==> src/rtl/flseq_pkg.sv <==
`timescale 1ns/1ps
package flseq_pkg;
    localparam int FLASH_AW = 24;

    typedef enum logic [1:0] {
        OP_READ  = 2'b00,
        OP_RSVD  = 2'b01,
        OP_WRITE = 2'b10,
        OP_ERASE = 2'b11
    } flop_e;

    localparam logic [1:0] RA_STAT = 2'd0;
    localparam logic [1:0] RA_CTRL = 2'd1;
    localparam logic [1:0] RA_ADDR = 2'd2;
    localparam logic [1:0] RA_DATA = 2'd3;

    localparam int SB_DONE = 0;
    localparam int SB_CERR = 1;
    localparam int SB_AERR = 2;
    localparam int SB_GRAN = 3;
    localparam int SB_BUSY = 5;
    localparam int SB_DVAL = 15;
    localparam int CB_GO   = 0;
    localparam int CB_OP   = 1;
    localparam int CB_TWO  = 8;

    localparam logic [1:0] GRAN_BAD = 2'b10;

    typedef struct packed {
        flop_e               op;
        logic                two;
        logic [FLASH_AW-1:0] addr;
        logic [15:0]         wdata;
    } cyc_t;

    function automatic logic op_allowed(flop_e op, logic [1:0] gran);
        return !(op == OP_RSVD || (op == OP_ERASE && gran == GRAN_BAD));
    endfunction

    function automatic logic [15:0] pack_wdata(logic two, logic [31:0] d);
        return two ? d[15:0] : {8'h00, d[7:0]};
    endfunction

    function automatic logic [31:0] unpack_rdata(logic two, logic [15:0] r);
        return two ? {16'h0000, r} : {24'h000000, r[7:0]};
    endfunction
endpackage

==> src/rtl/flseq_timer.sv <==
`timescale 1ns/1ps
module flseq_timer #(
    parameter int LIMIT = 16
) (
    input  logic clk,
    input  logic rst,
    input  logic clr,
    input  logic step,
    output logic hit
);
    localparam int W = (LIMIT > 1) ? $clog2(LIMIT) : 1;

    logic [W-1:0] cnt;

    always_ff @(posedge clk) begin
        if (rst || clr) begin
            cnt <= '0;
        end else if (step) begin
            cnt <= cnt + 1'b1;
        end
    end

    assign hit = (cnt == W'(LIMIT - 1));
endmodule

==> src/rtl/flseq_engine.sv <==
`timescale 1ns/1ps
module flseq_engine
    import flseq_pkg::*;
#(
    parameter int TMO = 16
) (
    input  logic clk,
    input  logic rst,
    input  logic start,
    input  cyc_t cyc_in,
    input  logic fl_ack,
    output cyc_t cyc_out,
    output logic busy,
    output logic fin,
    output logic fin_err
);
    typedef enum logic {ST_IDLE, ST_WAIT} st_e;

    st_e  state;
    logic tmo_hit;

    always_ff @(posedge clk) begin
        if (rst) begin
            state   <= ST_IDLE;
            cyc_out <= '0;
        end else if (state == ST_IDLE && start) begin
            state   <= ST_WAIT;
            cyc_out <= cyc_in;
        end else if (fin) begin
            state <= ST_IDLE;
        end
    end

    flseq_timer #(.LIMIT(TMO)) u_tmr (
        .clk  (clk),
        .rst  (rst),
        .clr  (start),
        .step (state == ST_WAIT && !fl_ack),
        .hit  (tmo_hit)
    );

    assign busy    = (state == ST_WAIT);
    assign fin     = busy && (fl_ack || tmo_hit);
    assign fin_err = fin && !fl_ack;
endmodule

==> src/rtl/flseq_top.sv <==
`timescale 1ns/1ps
module flseq_top
    import flseq_pkg::*;
#(
    parameter int TMO_CYCLES = 16
) (
    input  logic        clk,
    input  logic        rst,
    input  logic        bus_we,
    input  logic [1:0]  bus_addr,
    input  logic [31:0] bus_wdata,
    output logic [31:0] bus_rdata,
    input  logic        desc_ok,
    input  logic [1:0]  erase_gran,
    output logic        fl_req,
    input  logic        fl_ack,
    output logic [1:0]  fl_op,
    output logic [23:0] fl_addr,
    output logic [15:0] fl_wdata,
    input  logic [15:0] fl_rdata,
    output logic        fl_two
);
    logic        done_q, cerr_q, aerr_q;
    flop_e       op_q;
    logic        two_q;
    logic [23:0] addr_q;
    logic [31:0] data_q;
    logic        busy, fin, fin_err;
    cyc_t        cyc_in, cyc_out;

    logic  wr_stat, wr_ctrl, wr_addr, wr_data, go_req, launch, refuse;
    flop_e wr_op;

    assign wr_stat = bus_we && bus_addr == RA_STAT;
    assign wr_ctrl = bus_we && bus_addr == RA_CTRL;
    assign wr_addr = bus_we && bus_addr == RA_ADDR;
    assign wr_data = bus_we && bus_addr == RA_DATA;
    assign wr_op   = flop_e'(bus_wdata[CB_OP +: 2]);
    assign go_req  = wr_ctrl && bus_wdata[CB_GO];
    assign launch  = go_req && !busy && desc_ok && op_allowed(wr_op, erase_gran);
    assign refuse  = go_req && (busy || (desc_ok && !op_allowed(wr_op, erase_gran)));

    always_comb begin
        cyc_in.op    = wr_op;
        cyc_in.two   = bus_wdata[CB_TWO];
        cyc_in.addr  = addr_q;
        cyc_in.wdata = pack_wdata(bus_wdata[CB_TWO], data_q);
    end

    flseq_engine #(.TMO(TMO_CYCLES)) u_eng (
        .clk     (clk),
        .rst     (rst),
        .start   (launch),
        .cyc_in  (cyc_in),
        .fl_ack  (fl_ack),
        .cyc_out (cyc_out),
        .busy    (busy),
        .fin     (fin),
        .fin_err (fin_err)
    );

    always_ff @(posedge clk) begin
        if (rst) begin
            done_q <= 1'b0;
            cerr_q <= 1'b0;
            aerr_q <= 1'b0;
            op_q   <= OP_READ;
            two_q  <= 1'b0;
            addr_q <= '0;
            data_q <= '0;
        end else begin
            if (wr_ctrl && !busy) begin
                op_q  <= wr_op;
                two_q <= bus_wdata[CB_TWO];
            end
            if (wr_addr) addr_q <= bus_wdata[23:0];
            if (wr_data) data_q <= bus_wdata;
            if (fin && !fin_err && cyc_out.op == OP_READ)
                data_q <= unpack_rdata(cyc_out.two, fl_rdata);
            done_q <= fin | (done_q & ~(wr_stat & bus_wdata[SB_DONE]));
            cerr_q <= fin_err | (cerr_q & ~(wr_stat & bus_wdata[SB_CERR]));
            aerr_q <= refuse | (aerr_q & ~(wr_stat & bus_wdata[SB_AERR]));
        end
    end

    logic [15:0] stat_w, ctrl_w;
    always_comb begin
        stat_w = '0;
        stat_w[SB_DONE]      = done_q;
        stat_w[SB_CERR]      = cerr_q;
        stat_w[SB_AERR]      = aerr_q;
        stat_w[SB_GRAN +: 2] = erase_gran;
        stat_w[SB_BUSY]      = busy;
        stat_w[SB_DVAL]      = desc_ok;
        ctrl_w = '0;
        ctrl_w[CB_OP +: 2]   = op_q;
        ctrl_w[CB_TWO]       = two_q;
        case (bus_addr)
            RA_STAT: bus_rdata = {16'h0000, stat_w};
            RA_CTRL: bus_rdata = {16'h0000, ctrl_w};
            RA_ADDR: bus_rdata = {8'h00, addr_q};
            default: bus_rdata = data_q;
        endcase
    end

    assign fl_req   = busy;
    assign fl_op    = cyc_out.op;
    assign fl_addr  = cyc_out.addr;
    assign fl_wdata = cyc_out.wdata;
    assign fl_two   = cyc_out.two;
endmodule

==> config.mk <==
export PLATFORM = sky130hd
export DESIGN_NAME = flseq_top
export DESIGN_NICKNAME = d
export VERILOG_FILES = /design/src/rtl/flseq_pkg.sv /design/src/rtl/flseq_timer.sv /design/src/rtl/flseq_engine.sv /design/src/rtl/flseq_top.sv
export SDC_FILE = /design/constraint.sdc
export NUM_CORES = 1
export LEC_CHECK = 0
export BUFFER_PORTS_ARGS = -buffer_cell sky130_fd_sc_hd__buf_4
export CAP_MARGIN = 20
export CORE_MARGIN = 8
export CORE_UTILIZATION = 54
export CTS_BUF_LIST = sky130_fd_sc_hd__clkbuf_8
export CTS_CLUSTER_SIZE = 12
export DETAILED_ROUTE_END_ITERATION = 16
export MAX_ROUTING_LAYER = met4
export PLACE_DENSITY = 0.8
export SYNTH_ARGS = -nofsm -noshare
export SYNTH_HDL_FRONTEND = slang
export SYNTH_HIERARCHICAL = 1
export SYNTH_SLANG_ARGS = --single-unit
export TNS_END_PERCENT = 30
==> constraint.sdc <==
create_clock -name clk -period 2.79 [get_ports clk]
set_input_delay 0.558 -clock clk [delete_from_list [all_inputs] [get_ports clk]]
set_output_delay 0.558 -clock clk [all_outputs]
set_load 0.005 [all_outputs]
Yosys cells after proc, flatten, opt, wreduce, memory -nomap -nowiden
Cells that the tools add are included.
{"block": "totals", "regBits": 110, "in_bits": 57}
{"block": "op_classes", "n_bitwise": 13, "reduce_logical": 30, "n_eq_ne": 7, "addsub": 1, "muxes": 7}
{"operator": "one-hot mux 32 bit (3 select lines)", "n": 1}
{"operator": "2-to-1 mux 32 bit", "n": 2}
{"operator": "2-to-1 mux 16 bit", "n": 2}
{"operator": "logical AND 1 bit", "n": 18}
{"operator": "== test 2 bit (second input constant)", "n": 4}
{"operator": "AND 1 bit", "n": 6}
{"operator": "adder 4 x 1 -> 4 bit (second input constant)", "n": 1}
{"operator": "== test 2 x 1 -> 1 bit (second input constant)", "n": 2}
{"operator": "== test 4 bit (second input constant)", "n": 1}
{"operator": "logical NOT 1 bit", "n": 4}
{"operator": "logical NOT 2 bit", "n": 2}
{"operator": "logical OR 1 bit", "n": 4}
{"operator": "NOT 1 bit", "n": 4}
{"operator": "nonzero test 2 bit", "n": 2}
{"operator": "bitwise OR 1 bit", "n": 3}
{"operator": "2-to-1 mux 1 bit", "n": 2}

Longest topological paths before layout
Gate-level depths: netlist of run 1.
{"block": "logic_depth", "ltp_word": 8, "mapped_depth": 9, "ltp_nobuf": 6}

Modules after synthesis
The synthesis of run 1 kept the hierarchy.
{"mod": "flseq_top", "cells_per_inst": 377, "area_per_inst_um2": 2979.1, "n_inst": 1}
{"mod": "flseq_engine", "cells_per_inst": 203, "area_per_inst_um2": 2228.4, "n_inst": 1}
{"mod": "flseq_timer", "cells_per_inst": 18, "area_per_inst_um2": 193.9, "n_inst": 1}

Worst setup path before layout of run 1
No wires, ideal clock.
{"block": "synth_timing", "kind": "reg2reg", "from": "reg u_eng.state, in the netlist u_eng/busy", "to": "reg data_q[10]", "arrival_time_ns": 1.961, "t_required_ns": 2.654, "setup_slack_ns": 0.693, "path_buffers": 4, "path_stages_with_launch": 10, "path_cell_list": "dfxtp_1 -> buf_6 -> buf_2 -> nor2b_2 -> and2_1 -> or4b_1 -> buf_4 -> buf_6 -> a21oi_1 -> a311oi_2"}
{"block": "synth_via", "elab_chain_len": 6}
{"item": "from (decl)", "line_no": "flseq_engine.sv:19", "text": "st_e state;"}
{"item": "from (signal assigned)", "line_no": "flseq_engine.sv:24", "text": "state <= ST_IDLE;"}
{"item": "from (signal assigned)", "line_no": "flseq_engine.sv:27", "text": "state <= ST_WAIT;"}
{"item": "from (signal assigned)", "line_no": "flseq_engine.sv:30", "text": "state <= ST_IDLE;"}
{"item": "logical AND 1 bit *", "line_no": "flseq_engine.sv:43", "text": "assign fin = busy && (fl_ack || tmo_hit);"}
{"item": "logical AND 1 bit *", "line_no": "flseq_engine.sv:44", "text": "assign fin_err = fin && !fl_ack;"}
{"item": "via fin_err", "line_no": "flseq_top.sv:28", "text": "logic busy, fin, fin_err;"}
{"item": "logical NOT 1 bit *", "line_no": "flseq_top.sv:78", "text": "if (fin && !fin_err && cyc_out.op == OP_READ)"}
{"item": "logical AND 1 bit * (2 in a row)", "line_no": "flseq_top.sv:78"}
{"item": "2-to-1 mux 32 bit / nonzero test 2 bit (equally long branches)"}
{"item": "to (signal assigned)", "line_no": "flseq_top.sv:77", "text": "if (wr_data) data_q <= bus_wdata;"}
{"item": "to (signal assigned)", "line_no": "flseq_top.sv:79", "text": "data_q <= unpack_rdata(cyc_out.two, fl_rdata);"}
{"item": "to (decl)", "line_no": "flseq_top.sv:27", "text": "logic [31:0] data_q;"}
Mark *: on every way through the listed nets, which the timed path passes. The rest lies on a longest branch.
A chain may end at the register's enable or synchronous reset.

Worst setup path in the final report of run 1
{"block": "layout_timing", "from": "reg u_eng.state, in the netlist u_eng/busy", "to": "out bus_rdata[5]"}
{"block": "layout_via", "elab_chain_len": 1}
{"item": "one-hot mux 32 bit (3 select lines)", "line_no": "flseq_top.sv:98", "text": "case (bus_addr)"}
{"item": "to (decl)", "line_no": "flseq_top.sv:12", "text": "output logic [31:0] bus_rdata,"}
Every way passes these cells.

==> metrics, run 1 <==
first-pass GRT wire length=roughly 25 mm; Vias=roughly 4700; Die Y=around 120 µm; clock sink total=110; max frequency=~410 MHz; CTS buffer count=9; fin. max-slew vios=0; post-route DRC violation count=0; maximum vdd drop=237 µV; via density per instance=5.63; CP peak stage delay=around 610 ps; Root Driver=clkbuf_8; Syn. warnings=6; Area Overhead vs Synth=21.3%; pin count of the biggest net entering global routing=between 60 and 70; GRT Util Overall=between 20% and 30%; global route overflow=0; IO Pins=roughly 130; port bufs=132; H-Tree Level Count=3; Register Area=~0.0022 mm²; row cnt=36; Starting DRT DRC Count=341; cts hold-fix bufs=0; WS Path Type=register to output pin; global placement routability congestion=0.840; # fillers=between 800 and 900; unrepaired setup endpoints after global routing=no; final worst path period share=roughly 86%; Cells after Synth=around 600; CTS tree=done; fin crit period=about 2400 ps; Worst Path Arrival=between 1500 and 2000 ps; register area share after synthesis=40.8%; area occupied by multi-input gates=around 0.0028 mm²; Crit. End Element=output pin; antenna cells=0; die area=around 0.013 mm²; Yosys reg bits=110; Max Buffers Root-to-Sink=2; antenna viol nets, final=0; Initial Utilization=a little under three fifths; setup TNS=0 ps; post-CTS setup buffer count=0; drt pass-1 iters=5; Worst slew margin=59.1%; Lkg Pwr=approximately 2.6 nW; area share of the largest cell type after synthesis=between 40% and 50%; core area=between 0.009 and 0.01 mm²; nets=760; Post-synth top flop=dfxtp_1; EDFF count, synth=0; post-CTS sizing=0; initial antenna violation count=0; share of cells above drive strength 1=between 30% and 40%; P per Cell Area=about 440 mW/mm²; clk_lat worst skew=~370 ps; final hold violations=0; # setup viols final=0; mean post-synth cell area=9.03 µm²; drt wl/cell=~18 µm; status=finished clean; Synthesized Nets=around 660; clock skew=9.62 ps; Chip Width=~120 µm; WP data required=between 2000 and 2500 ps; Synth top cells by count=117 x nand2_1, 110 x dfxtp_1, 49 x a21oi_1; worst-margin pin slew=roughly 600 ps; HP Class=input port to register; CP Max Fanout=39; largest cells by area after synthesis=dfxtp_1 41%, nand4bb_1 9.2%, nand2_1 8.1%; largest area contributor in the netlist=dfxtp_1; drt total wl=~15 mm; Setup crit start kind=register; crit path cell chain=buf_4 > nand2_1 > o21ai_0 > buf_4; Worst path most repeated cell=buf_4; vias in the first global route=4756; Max stage delay cell, worst path=dfxtp_1; Post-Syn Area=roughly 0.0054 mm²; Hold WS=about 430 ps; Yosys cell types=45; Max Cap Viol=0; CTS clock-pin slew for the worst setup and hold paths=~110 ps; dpl hpwl=around 11 mm; most frequent cell after synthesis=nand2_1; ys async rst share=0%
[routing by layer]
metal  GRT usage [%]  routed length (µm)
met5               -                   0
met4            7.69                 172
met3            3.91                1110
met2            38.0                7380
met1            29.8                6580
[final timing paths]
check             slack [ps]                             from                      end  depth (start not counted)
setup / recovery         380          u_eng/busy$_SDFFE_PP0P_             bus_rdata[5]                          4
hold / removal           430                    bus_wdata[25]  data_q[25]$_SDFFE_PP0P_                          3
setup reg to reg         560  u_eng/u_tmr/cnt[0]$_SDFFE_PP0P_  data_q[10]$_SDFFE_PP0P_                          7
hold reg to reg          460          data_q[31]$_SDFFE_PP0P_  data_q[31]$_SDFFE_PP0P_                          2
[final cells by class]
type	count	area share, %
multi-input cells	429	43.4
flip-flops and latches	110	33.6
repair buffers	148	17.2
well taps	133	2.54
clock buffers	9	1.89
clock inverters	7	1.13
inverters	4	0.229
[cell usage in the layout (no fill, tap or decap), types with 3 or more instances in the layout]
cell type / instances
buf_4: 147
nand2_1: 117
dfxtp_1: 110
a21oi_1: 49
nand4bb_1: 44
nand2b_1: 43
o21ai_2: 40
mux2i_1: 26
nor2_1: 23
o21ai_0: 16
and3_1: 10
and2_1: 9
clkbuf_8: 9
a311oi_2: 8
a31oi_1: 8
inv_1: 5
and3b_1: 3
o21a_1: 3
o21ai_1: 3
[through the flow]
| stage | total power [mW] | instances | setup slack [ps] | area [µm²] | utilization (%) |
|---|---|---|---|---|---|
| after floorplan | 1.82 | 598 | 693 | 5400 | - |
| after detailed placement | 1.96 | 824 | 451 | 6350 | 65.3 |
| final | 2.90 | 840 | 378 | 6550 | 67.3 |
| after global routing | 3.02 | 840 | 258 | 6550 | 67.3 |
| after CTS | 2.92 | 840 | 390 | 6550 | 67.3 |
| after global placement | 1.95 | 824 | 447 | 6350 | 65.3 |
[worst max-delay path, delay by kind of cell (launching register included)]
family	cells	cell delay (ps)
flip-flops	1	610
buffers and inverters	2	600
AO/OA/AOI/OAI	1	180
AND/OR/NAND/NOR	1	80
[where the power goes]
group          internal, mW  switching (mW)  leakage, nW
clock network         0.421           0.560        0.105
registers              1.60          0.0238        0.890
logic                 0.142           0.157         1.64
[flip-flops by register name, indices dropped and copies added, names as in the netlist]
register and count:
addr_q 24, aerr_q 1, cerr_q 1, data_q 32
done_q 1, op_q 2, two_q 1, u_eng/busy 1
u_eng/cyc_out 43, u_eng/u_tmr/cnt 4
[logic make-up after synthesis]
group / after synthesis / synth area share, %
and+or+nand+nor: 266 / 29.2
AOI/OAI and AO/OA: 132 / 17.1
DFF: 110 / 40.8
buffers and inverters: 59 / 6.58
muxes: 29 / 5.93
xor gates and xnor gates: 1 / 0.162
adders and majority gates: 1 / 0.232
(Power assumes the default switching activity.)
==> run 2, diff against run 1 <==
--- a/config.mk
+++ b/config.mk
@@ -13,7 +13,7 @@
 export CTS_CLUSTER_SIZE = 12
 export DETAILED_ROUTE_END_ITERATION = 16
 export MAX_ROUTING_LAYER = met4
-export PLACE_DENSITY = 0.8
+export PLACE_DENSITY = 0.81
 export SYNTH_ARGS = -nofsm -noshare
 export SYNTH_HDL_FRONTEND = slang
 export SYNTH_HIERARCHICAL = 1
==> run 2 against run 1 <==
Fmax grew 1.1%. Sequential power about the same. Clock power decreased by 7.2%. Final area decreased by 0.34%.
==> metrics, run 2 (synthesis gave the netlist of run 1 again) <==
status=finished clean (unchanged); logic gate share of total power=10.5% (was 10.3%); RR Endpoint=data_q[30]$_SDFFE_PP0P_ (was data_q[10]$_SDFFE_PP0P_); final hold violations=0 (unchanged); Root Driver=clkbuf_8 (unchanged); global placement routability congestion=0.867 (was 0.840); R2R Setup Slk=580 ps (was 560 ps); Crit path max-delay family=buffers and inverters (was flip-flops); Area Overhead vs Synth=20.8% (was 21.3%); drt total wl=15.1 mm (was 15.3 mm); antenna viol nets, final=0 (unchanged); row cnt=36 (unchanged); fin. max-slew vios=0 (unchanged); Worst Hold End=addr_q[4]$_SDFFE_PP0P_ (was data_q[25]$_SDFFE_PP0P_); largest registers=u_eng/cyc_out (43), data_q (32), addr_q (24) (unchanged); switching part of the total=26.6% (was 25.5%); antenna cells=0 (unchanged); worst-margin pin slew=605 ps (was 613 ps); nets=758 (was 760); unrepaired setup endpoints after global routing=no (unchanged); Initial Utilization=55.5% (unchanged); cts hold-fix bufs=0 (unchanged); initial antenna violation count=0 (unchanged); port bufs=132 (unchanged); Setup crit start kind=input port (was register); WS Path Type=input port to output pin (was register to output pin); CTS buffer count=9 (unchanged); crit path cell chain=buf_4 > buf_4 > mux2i_1 > o21ai_0 > buf_4 (was buf_4 > nand2_1 > o21ai_0 > buf_4); fin crit period=2390 ps (was 2410 ps); CP peak stage delay=390 ps (was 610 ps); final worst path period share=85.5% (was 86.5%); Clk network pwr share=32.1% (was 33.8%); Crit. End Element=output pin (unchanged); worst reg2reg startpoint=u_eng/u_tmr/cnt[0]$_SDFFE_PP0P_ (unchanged); vias in the first global route=4787 (was 4756); H-Tree Level Count=3 (unchanged); global route overflow=0 (unchanged); Hold Crit Depth=3 (unchanged); core area=0.00973 mm² (unchanged); clock sink total=110 (unchanged); Lkg Pwr=2.61 nW (was 2.64 nW); Reg2Reg Depth=7 (unchanged); Max Buffers Root-to-Sink=2 (unchanged); WP data required=2230 ps (about the same); setup TNS=0 ps (unchanged); Net Switching=755 µW (was 741 µW); # setup viols final=0 (unchanged); IO Pins=133 (unchanged); drt wl/cell=18.1 µm (was 18.2 µm); Max stage delay cell, worst path=buf_4 (was dfxtp_1); clk_lat worst skew=380 ps (was 370 ps); via density per instance=5.69 (was 5.63); clock skew=15.2 ps (was 9.62 ps); Vias=4765 (was 4726); maximum vdd drop=241 µV (was 237 µV); worst path bufs/invs=3 (was 2); drt pass-1 iters=5 (unchanged); most frequent cells in the layout=144 x buf_4, 117 x nand2_1, 110 x dfxtp_1, 49 x a21oi_1, 44 x nand4bb_1 (was 147 x buf_4, 117 x nand2_1, 110 x dfxtp_1, 49 x a21oi_1, 44 x nand4bb_1); Final Util=67.1% (was 67.3%); first-pass GRT wire length=24.2 mm (was 24.5 mm); Die Y=116 µm (unchanged); GRT Util Overall=23.4% (was 23.7%); sequential power share=57.4% (was 55.9%); dpl hpwl=10.6 mm (about the same); pin count of the biggest net entering global routing=69 (was 66); CTS clock-pin slew for the worst setup and hold paths=110 ps (about the same); CTS tree=done (unchanged); Starting DRT DRC Count=314 (was 341); P per Cell Area=434 mW/mm² (was 443 mW/mm²); commonest non-fill, non-tap cell in the layout=buf_4 (unchanged); Max Cap Viol=0 (unchanged); max reg flops=43 (unchanged); post-CTS setup buffer count=0 (unchanged); Chip Width=116 µm (unchanged); max frequency=419 MHz (was 415 MHz); CP Max Fanout=25 (was 39); Worst Path Arrival=1830 ps (was 1850 ps); Worst slew margin=59.6% (was 59.1%); die area=0.0135 mm² (unchanged); Worst Min Path Start=bus_wdata[4] (was bus_wdata[25]); HP Class=input port to register (unchanged); post-route DRC violation count=0 (unchanged); share of cells above drive strength 1=30.8% (was 31.0%); Biggest register=u_eng/cyc_out (unchanged); Int Power=2.08 mW (was 2.16 mW); Worst path most repeated cell=buf_4 (unchanged); post-CTS sizing=0 (unchanged)
-- run 2: layer usage --
layer	global-route usage (%)	part of all wire [%]
met5	-	0
met4	9.33	2.7
met3	3.91	6.7
met2	35.9	47
met1	30.0	44
-- run 2: cell type report --
| cell class | count | area, µm² |
|---|---|---|
| clock inverter | 6 | 53.8 |
| sequential | 110 | 2200 |
| multi-input combinational | 429 | 2850 |
| inverter | 4 | 15.0 |
| fill | 816 | 3200 |
| timing repair buffer | 146 | 1120 |
| clock buffer | 9 | 124 |
| tap | 133 | 166 |
-- run 2: power by group through the flow --
stage	sequential [mW]	combinational (mW)	clock, mW
finish	1.63	0.297	0.910
global route	1.63	0.321	0.985
CTS	1.62	0.296	0.919
detailed placement	1.66	0.295	0
global placement	1.66	0.289	0
floorplan	1.65	0.168	0
-- run 2: per-stage QoR --
stage / hold WS, ps / power, mW / instances / setup slack (ps) / instance area [µm²]
2_1_floorplan: 430 / 1.82 / 598 / 693 / 5400
6_report: 424 / 2.83 / 837 / 405 / 6530
4_1_cts: 416 / 2.84 / 837 / 468 / 6530
5_1_grt: 421 / 2.94 / 837 / 398 / 6530
3_3_place_gp: 438 / 1.95 / 822 / 446 / 6350
3_5_place_dp: 444 / 1.96 / 822 / 428 / 6350
-- run 2: worst max-delay path by stage --
stage                                        from                              to  slack [ps]  cells past startpoint
after floorplan           u_eng/busy$_SDFFE_PP0P_         data_q[10]$_SDFFE_PP0P_         690                      9
after global placement                bus_addr[0]                    bus_rdata[8]         450                      5
after detailed placement              bus_addr[0]  u_eng/cyc_out[16]$_SDFFE_PP0P_         430                      6
after CTS                             bus_addr[0]                    bus_rdata[8]         470                      5
after global routing                  bus_addr[0]                    bus_rdata[8]         400                      5
final                                 bus_addr[0]                    bus_rdata[8]         400                      5
-- run 2: worst reg2reg max path, cell delays in order (launching register included) --
cell	delay [ps]
dfxtp_1	360
ha_1	240
and3_1	210
and2_1	160
or4b_1	520
buf_4	280
nand2_4	240
a21oi_1	70
